## config.mk

```make
export PLATFORM = sky130hd
export DESIGN_NAME = circ_ptr_step
export DESIGN_NICKNAME = d
export VERILOG_FILES = /design/src/rtl/ptrmod_pkg.sv /design/src/rtl/ptrmod_loop_decode.sv /design/src/rtl/ptrmod_wrap.sv /design/src/rtl/circ_ptr_step.sv
export SDC_FILE = /design/constraint.sdc
export NUM_CORES = 1
export LEC_CHECK = 0
export BUFFER_PORTS_ARGS = -buffer_cell sky130_fd_sc_hd__buf_2
export CAP_MARGIN = 10
export CORE_ASPECT_RATIO = 1.1
export CORE_MARGIN = 4
export CORE_UTILIZATION = 45
export CTS_CLUSTER_DIAMETER = 80
export DETAILED_ROUTE_END_ITERATION = 8
export SLEW_MARGIN = 20
export SYNTH_ARGS = -nofsm -noshare
export SYNTH_HDL_FRONTEND = slang
export SYNTH_SLANG_ARGS = --single-unit
export TNS_END_PERCENT = 1
```

## constraint.sdc

```tcl
create_clock -name clk -period 2.2 [get_ports clk]
set_input_delay 0.44 -clock clk [delete_from_list [all_inputs] [get_ports clk]]
set_output_delay 0.44 -clock clk [all_outputs]
set_load 0.01 [all_outputs]
```

## src/rtl/ptrmod_pkg.sv

```systemverilog
package ptrmod_pkg;

  localparam int MODE_W  = 2;
  localparam int SIZE_W  = 5;
  localparam int LEN_W   = 11;  // holds lengths up to 1024 words
  localparam int ALIGN_W = 4;   // alignment exponents up to 10

  typedef enum logic [MODE_W-1:0] {
    LOOP_LINEAR = 2'd0,
    LOOP_POW2   = 2'd1,
    LOOP_MUL64  = 2'd2,
    LOOP_MUL2   = 2'd3
  } loop_mode_e;

  typedef struct packed {
    loop_mode_e        mode;
    logic [SIZE_W-1:0] size;
  } loop_cfg_t;

  typedef struct packed {
    logic               active;
    logic [LEN_W-1:0]   len;
    logic [ALIGN_W-1:0] align;
  } loop_geom_t;

endpackage

```

## src/rtl/ptrmod_loop_decode.sv

```systemverilog
module ptrmod_loop_decode
  import ptrmod_pkg::*;
(
  input  loop_cfg_t  cfg,
  output loop_geom_t geom
);

  always_comb begin
    geom = '0;
    case (cfg.mode)
      LOOP_POW2: begin
        if (cfg.size >= 5'd2 && cfg.size <= 5'd8) begin
          geom.active = 1'b1;
          geom.len    = LEN_W'(1) << cfg.size;
          geom.align  = ALIGN_W'(cfg.size);
        end
      end
      LOOP_MUL64: begin
        if (cfg.size <= 5'd14) begin
          geom.active = 1'b1;
          geom.len    = (LEN_W'(cfg.size) + LEN_W'(1)) << 6;
          geom.align  = ALIGN_W'(10);
        end
      end
      LOOP_MUL2: begin
        if (cfg.size <= 5'd30) begin
          geom.active = 1'b1;
          geom.len    = (LEN_W'(cfg.size) + LEN_W'(1)) << 1;
          geom.align  = ALIGN_W'(6);
        end
      end
      default: ;
    endcase
  end

endmodule

```

## src/rtl/ptrmod_wrap.sv

```systemverilog
module ptrmod_wrap
  import ptrmod_pkg::*;
#(
  parameter int PTR_W  = 24,
  parameter int STEP_W = 11
) (
  input  logic [PTR_W-1:0]         ptr,
  input  logic signed [STEP_W-1:0] step,
  input  loop_geom_t               geom,
  input  logic                     stack,
  output logic [PTR_W-1:0]         base,
  output logic                     in_range,
  output logic [PTR_W-1:0]         next
);

  localparam int SUM_W = ((STEP_W > LEN_W) ? STEP_W : LEN_W) + 2;

  logic [PTR_W-1:0]        low_mask;
  logic [PTR_W-1:0]        step_ext;
  logic [PTR_W-1:0]        linear_nxt;
  logic [LEN_W-1:0]        off;
  logic signed [SUM_W-1:0] len_s;
  logic signed [SUM_W-1:0] sum;
  logic signed [SUM_W-1:0] wrapped;

  always_comb begin
    low_mask   = ~({PTR_W{1'b1}} << geom.align);
    base       = ptr & ~low_mask;
    off        = LEN_W'(ptr & low_mask);
    in_range   = off < geom.len;
    step_ext   = {{(PTR_W-STEP_W){step[STEP_W-1]}}, step};
    linear_nxt = ptr + step_ext;

    len_s = $signed(SUM_W'(geom.len));
    sum   = $signed(SUM_W'(off)) + $signed({{(SUM_W-STEP_W){step[STEP_W-1]}}, step});
    if (sum < 0)
      wrapped = sum + len_s;
    else if (sum >= len_s)
      wrapped = sum - len_s;
    else
      wrapped = sum;

    if (stack)
      next = ptr + PTR_W'(1);
    else if (geom.active && in_range)
      next = base | PTR_W'($unsigned(LEN_W'(wrapped)));
    else
      next = linear_nxt;
  end

endmodule

```

## src/rtl/circ_ptr_step.sv

```systemverilog
module circ_ptr_step
  import ptrmod_pkg::*;
#(
  parameter int PTR_W  = 24,
  parameter int STEP_W = 11
) (
  input  logic                     clk,
  input  logic                     rst_n,
  input  logic                     in_valid,
  output logic                     in_ready,
  input  logic [PTR_W-1:0]         in_ptr,
  input  logic signed [STEP_W-1:0] in_step,
  input  logic                     in_bank,
  input  logic                     in_stack,
  input  logic [6:0]               in_loop_lo,
  input  logic [6:0]               in_loop_hi,
  output logic                     out_valid,
  input  logic                     out_ready,
  output logic [PTR_W-1:0]         out_ptr
);

  localparam int NUM_BANKS = 2;

  loop_cfg_t  bank_cfg  [NUM_BANKS];
  loop_geom_t bank_geom [NUM_BANKS];
  loop_geom_t geom_sel;
  logic [PTR_W-1:0] base_w;
  logic [PTR_W-1:0] next_w;
  logic             in_range_w;
  logic             accept;

  assign bank_cfg[0] = loop_cfg_t'(in_loop_lo);
  assign bank_cfg[1] = loop_cfg_t'(in_loop_hi);

  generate
    for (genvar g = 0; g < NUM_BANKS; g++) begin : g_bank
      ptrmod_loop_decode u_dec (
        .cfg  (bank_cfg[g]),
        .geom (bank_geom[g])
      );
    end
  endgenerate

  assign geom_sel = bank_geom[in_bank];

  ptrmod_wrap #(.PTR_W(PTR_W), .STEP_W(STEP_W)) u_wrap (
    .ptr      (in_ptr),
    .step     (in_step),
    .geom     (geom_sel),
    .stack    (in_stack),
    .base     (base_w),
    .in_range (in_range_w),
    .next     (next_w)
  );

  assign in_ready = !out_valid || out_ready;
  assign accept   = in_valid && in_ready;

  always_ff @(posedge clk or negedge rst_n) begin
    if (!rst_n) begin
      out_valid <= 1'b0;
      out_ptr   <= '0;
    end else if (accept) begin
      out_valid <= 1'b1;
      out_ptr   <= next_w;
    end else if (out_ready) begin
      out_valid <= 1'b0;
    end
  end

  assert_hold_R10: assert property (@(posedge clk) disable iff (!rst_n)
    (out_valid && !out_ready) |=> (out_valid && $stable(out_ptr)));

  assert_accept_R10: assert property (@(posedge clk) disable iff (!rst_n)
    accept |=> out_valid);

  assert_stack_R8: assert property (@(posedge clk) disable iff (!rst_n)
    (accept && in_stack) |=> (out_ptr == $past(in_ptr) + PTR_W'(1)));

  assert_inbuf_R5: assert property (@(posedge clk) disable iff (!rst_n)
    (accept && !in_stack && geom_sel.active && in_range_w)
      |=> ((out_ptr - $past(base_w)) < PTR_W'($past(geom_sel.len))));

  assert_linear_R1: assert property (@(posedge clk) disable iff (!rst_n)
    (accept && !in_stack && !geom_sel.active)
      |=> (out_ptr == $past(in_ptr) + PTR_W'($past(in_step))));

  assert_nowrap_R6: assert property (@(posedge clk) disable iff (!rst_n)
    (accept && !in_stack && geom_sel.active && !in_range_w)
      |=> (out_ptr == $past(in_ptr) + PTR_W'($past(in_step))));

endmodule

```

==> results.tsv <==
metric	value	unit
fmax	0.188	GHz
CORE AREA	0.0128	mm^2
register area share after synthesis	10.5	%
Via density	6.00	
cells on worst reg2reg path	6	
vias in the first global route	7984	
Syn Area/Cell	7.63	um^2
Hold WS	190	ps
mean routed wirelength per cell	19.6	um
HPWL Detailed	21.7	mm
critical path type	in -> reg	
largest net degree at the start of global routing	26	
n_diodes	0	
final hold violations	0	
Max clock buf depth	2	
Critical Path RT	2350	ps
initial core utilization	46.6	%
Crit. End Element	register	
# clock sinks	25	
Post-Syn Area	0.00597	mm^2
Post-Synthesis Cells	783	
hold_buf cts	0	
PortBufs	80	
Seq cells post-synth	25	
Synth top area share	16.1	%
Final nets	1289	
final core utilization	72.1	%
WP data arrival	5460	ps
Rows	43	
YS warnings	0	
Synth area leaders	ha_1 (16%), dfrtp_1 (10%), xnor2_1 (6.2%)	
root buffer cell	clkbuf_16	
dpl cell area	0.00888	mm^2
Chip Height	129	um
Boundary Pins	81	
status	finished with violations	
Slew HR	56.8	%
post-route cell area	0.00923	mm^2
MaxCap Viol Count	0	
initial antenna violation count	0	
Die Width	118	um
setup TNS	-59480	ps
total power	3.84	mW
Worst path slowest cell	or3_4	
placed cell count	1301	
Total GRT Usage	32.8	%
Top FF cell, synth	dfrtp_1	
kind of start point of the critical path	input pin	
Min-Delay Path Class	in -> async	
register clock-pin slew on the reported worst setup and hold paths	80	ps
pre-CTS setup slack	-3560	ps
failing checks	setup timing	
starting DRC count in detailed routing	619	
Remaining DRCs	0	
largest fanout on the critical path	5	
Layout Cells excl Fill	1309	
CTS buffer count	3	
first-pass GRT wire length	40.5	mm
htree depth	1	
Pleak	4.52	nW
area added between synthesis and finish	54.5	%
worst slew pin tran	648	ps
crit path time final	5310	ps
PwrDens	417	mW/mm^2
share of post-route cells with drive strength above 1	41.2	%
total wire length	25.6	mm
Congestion Overflow GR	0	
Slew Limit Fails	0	
TritonCTS clock tree	done	
number of synthesized flops with an enable pin	0	
CP max stage delay	380	ps
Worst-Skew Late Latency	270	ps
fraction of registers with async set/reset	100	%
Final WS setup	-3110	ps
period utilization	241	%
final setup vio count	24	
die area	0.0152	mm^2
via count	7856	
peak supply drop	307	uV
DRT antenna net count	0	
drt pass-1 iters	5	
number of distinct library cells after synthesis	89	
RSZ-0062 raised after global routing	yes	
Final Skew	6.35	ps
GP Congestion	1.09	
area leader, netlist	ha_1	
## cell type report
cell class | instances | area (um^2)
clock buffers | 3 | 75.1
clock inverters | 1 | 7.51
fillers | 1042 | 3570
inverters | 55 | 206
multi-input cells | 678 | 5350
flip-flops and latches | 25 | 626
well taps | 157 | 196
repair buffers | 390 | 2770
## report_power, final
| part | leakage (nW) | internal, mW | total, mW | switching, mW |
|---|---|---|---|---|
| Combinational | 4.18 | 1.32 | 2.78 | 1.46 |
| Sequential | 0.300 | 0.550 | 0.612 | 0.0621 |
| Clock | 0.0371 | 0.248 | 0.449 | 0.201 |
## critical path, delay by kind of cell
kind            cells  cell delay, ps
xor+xnor            1             110
mux                 2             480
simple gates        8            1450
buf+inv             1             140
compound gates     13            2300
fa+ha+maj           2             560
## routing by layer
metal	routed length, um	part of all wire, %	GRT usage (%)	vias to the layer above
met1	9910	39	36.9	3755
met2	12900	50	61.8	329
li1	-	-	-	3673
met4	1260	4.9	15.2	0
met5	0	0	0	-
met3	1540	6.0	4.26	99
## timing repair
action / CTS / global route
setup buffers: 3 / 0
resized for setup: 40 / 9
gates cloned: 1 / 0
pin swaps: 19 / 7
setup endpoints to repair: 24 / 24
## sequential cells by signal, summed over array words and instances (netlist names)
name	flops
out_valid	1
out_ptr	24
## Yosys cell counts (all sizes together), types with 6 or more instances
library cell  number
a221oi             8
o21bai             8
or3                6
o21ai             58
nand4             10
nor2              59
o31ai             10
a22oi              9
buf                9
dfrtp             25
a32oi              6
xor2              16
a21o              22
nor3              15
and2               8
xnor2             43
a211oi             6
nand2b            11
nand3             30
mux2i              7
clkbuf            18
o21a              12
a31oi             17
and3               8
inv               55
o22a               6
ha                77
nor2b             12
o211ai            12
nand2             46
a21oi             71
## worst paths after layout
check / startpoint / end / slack [ps]
setup / recovery: in_loop_hi[1] / out_ptr[0] / -3110
hold reg to reg: out_ptr[15] / out_ptr[15] / 480
setup reg to reg: out_valid / out_ptr[3] / 390
max in group asynchronous: rst_n / out_ptr[7] / 1590
min in group clk: in_valid / out_valid / 390
hold / removal: rst_n / out_ptr[8] / 190
## placed cells by master, fill, tap and decap left out, types with 9 or more instances in the layout
cell type  Yosys  layout
o21ai_1        9      12
a21o_1        22      21
o21a_1        12      12
buf_2          5      80
a31oi_1       16      14
o211ai_1      11      11
nor2b_1       12      11
nand2b_1      11      11
nand3_1       30      30
dfrtp_1       25      25
nor2_1        57      52
xor2_1        16      16
xnor2_1       42      41
a22oi_1        9       9
a21oi_1       70      65
nand2_1       45      45
inv_1         55      54
o21ai_0       47      39
nor3_1        14      10
buf_4          0     305
ha_1          77      74
## kinds of logic (layout without fill, tap and decap cells)
family	after synthesis	in the layout	share of synthesized area, %
mux	8	9	1.42
fa+ha+maj	84	84	18.0
other cells	2	3	0.126
compound gates	292	292	35.3
flops	25	25	10.5
buf+inv	82	449	5.63
xor+xnor	59	59	8.78
simple gates	231	231	20.3
No activity file was read; power rests on OpenSTA's default activity.
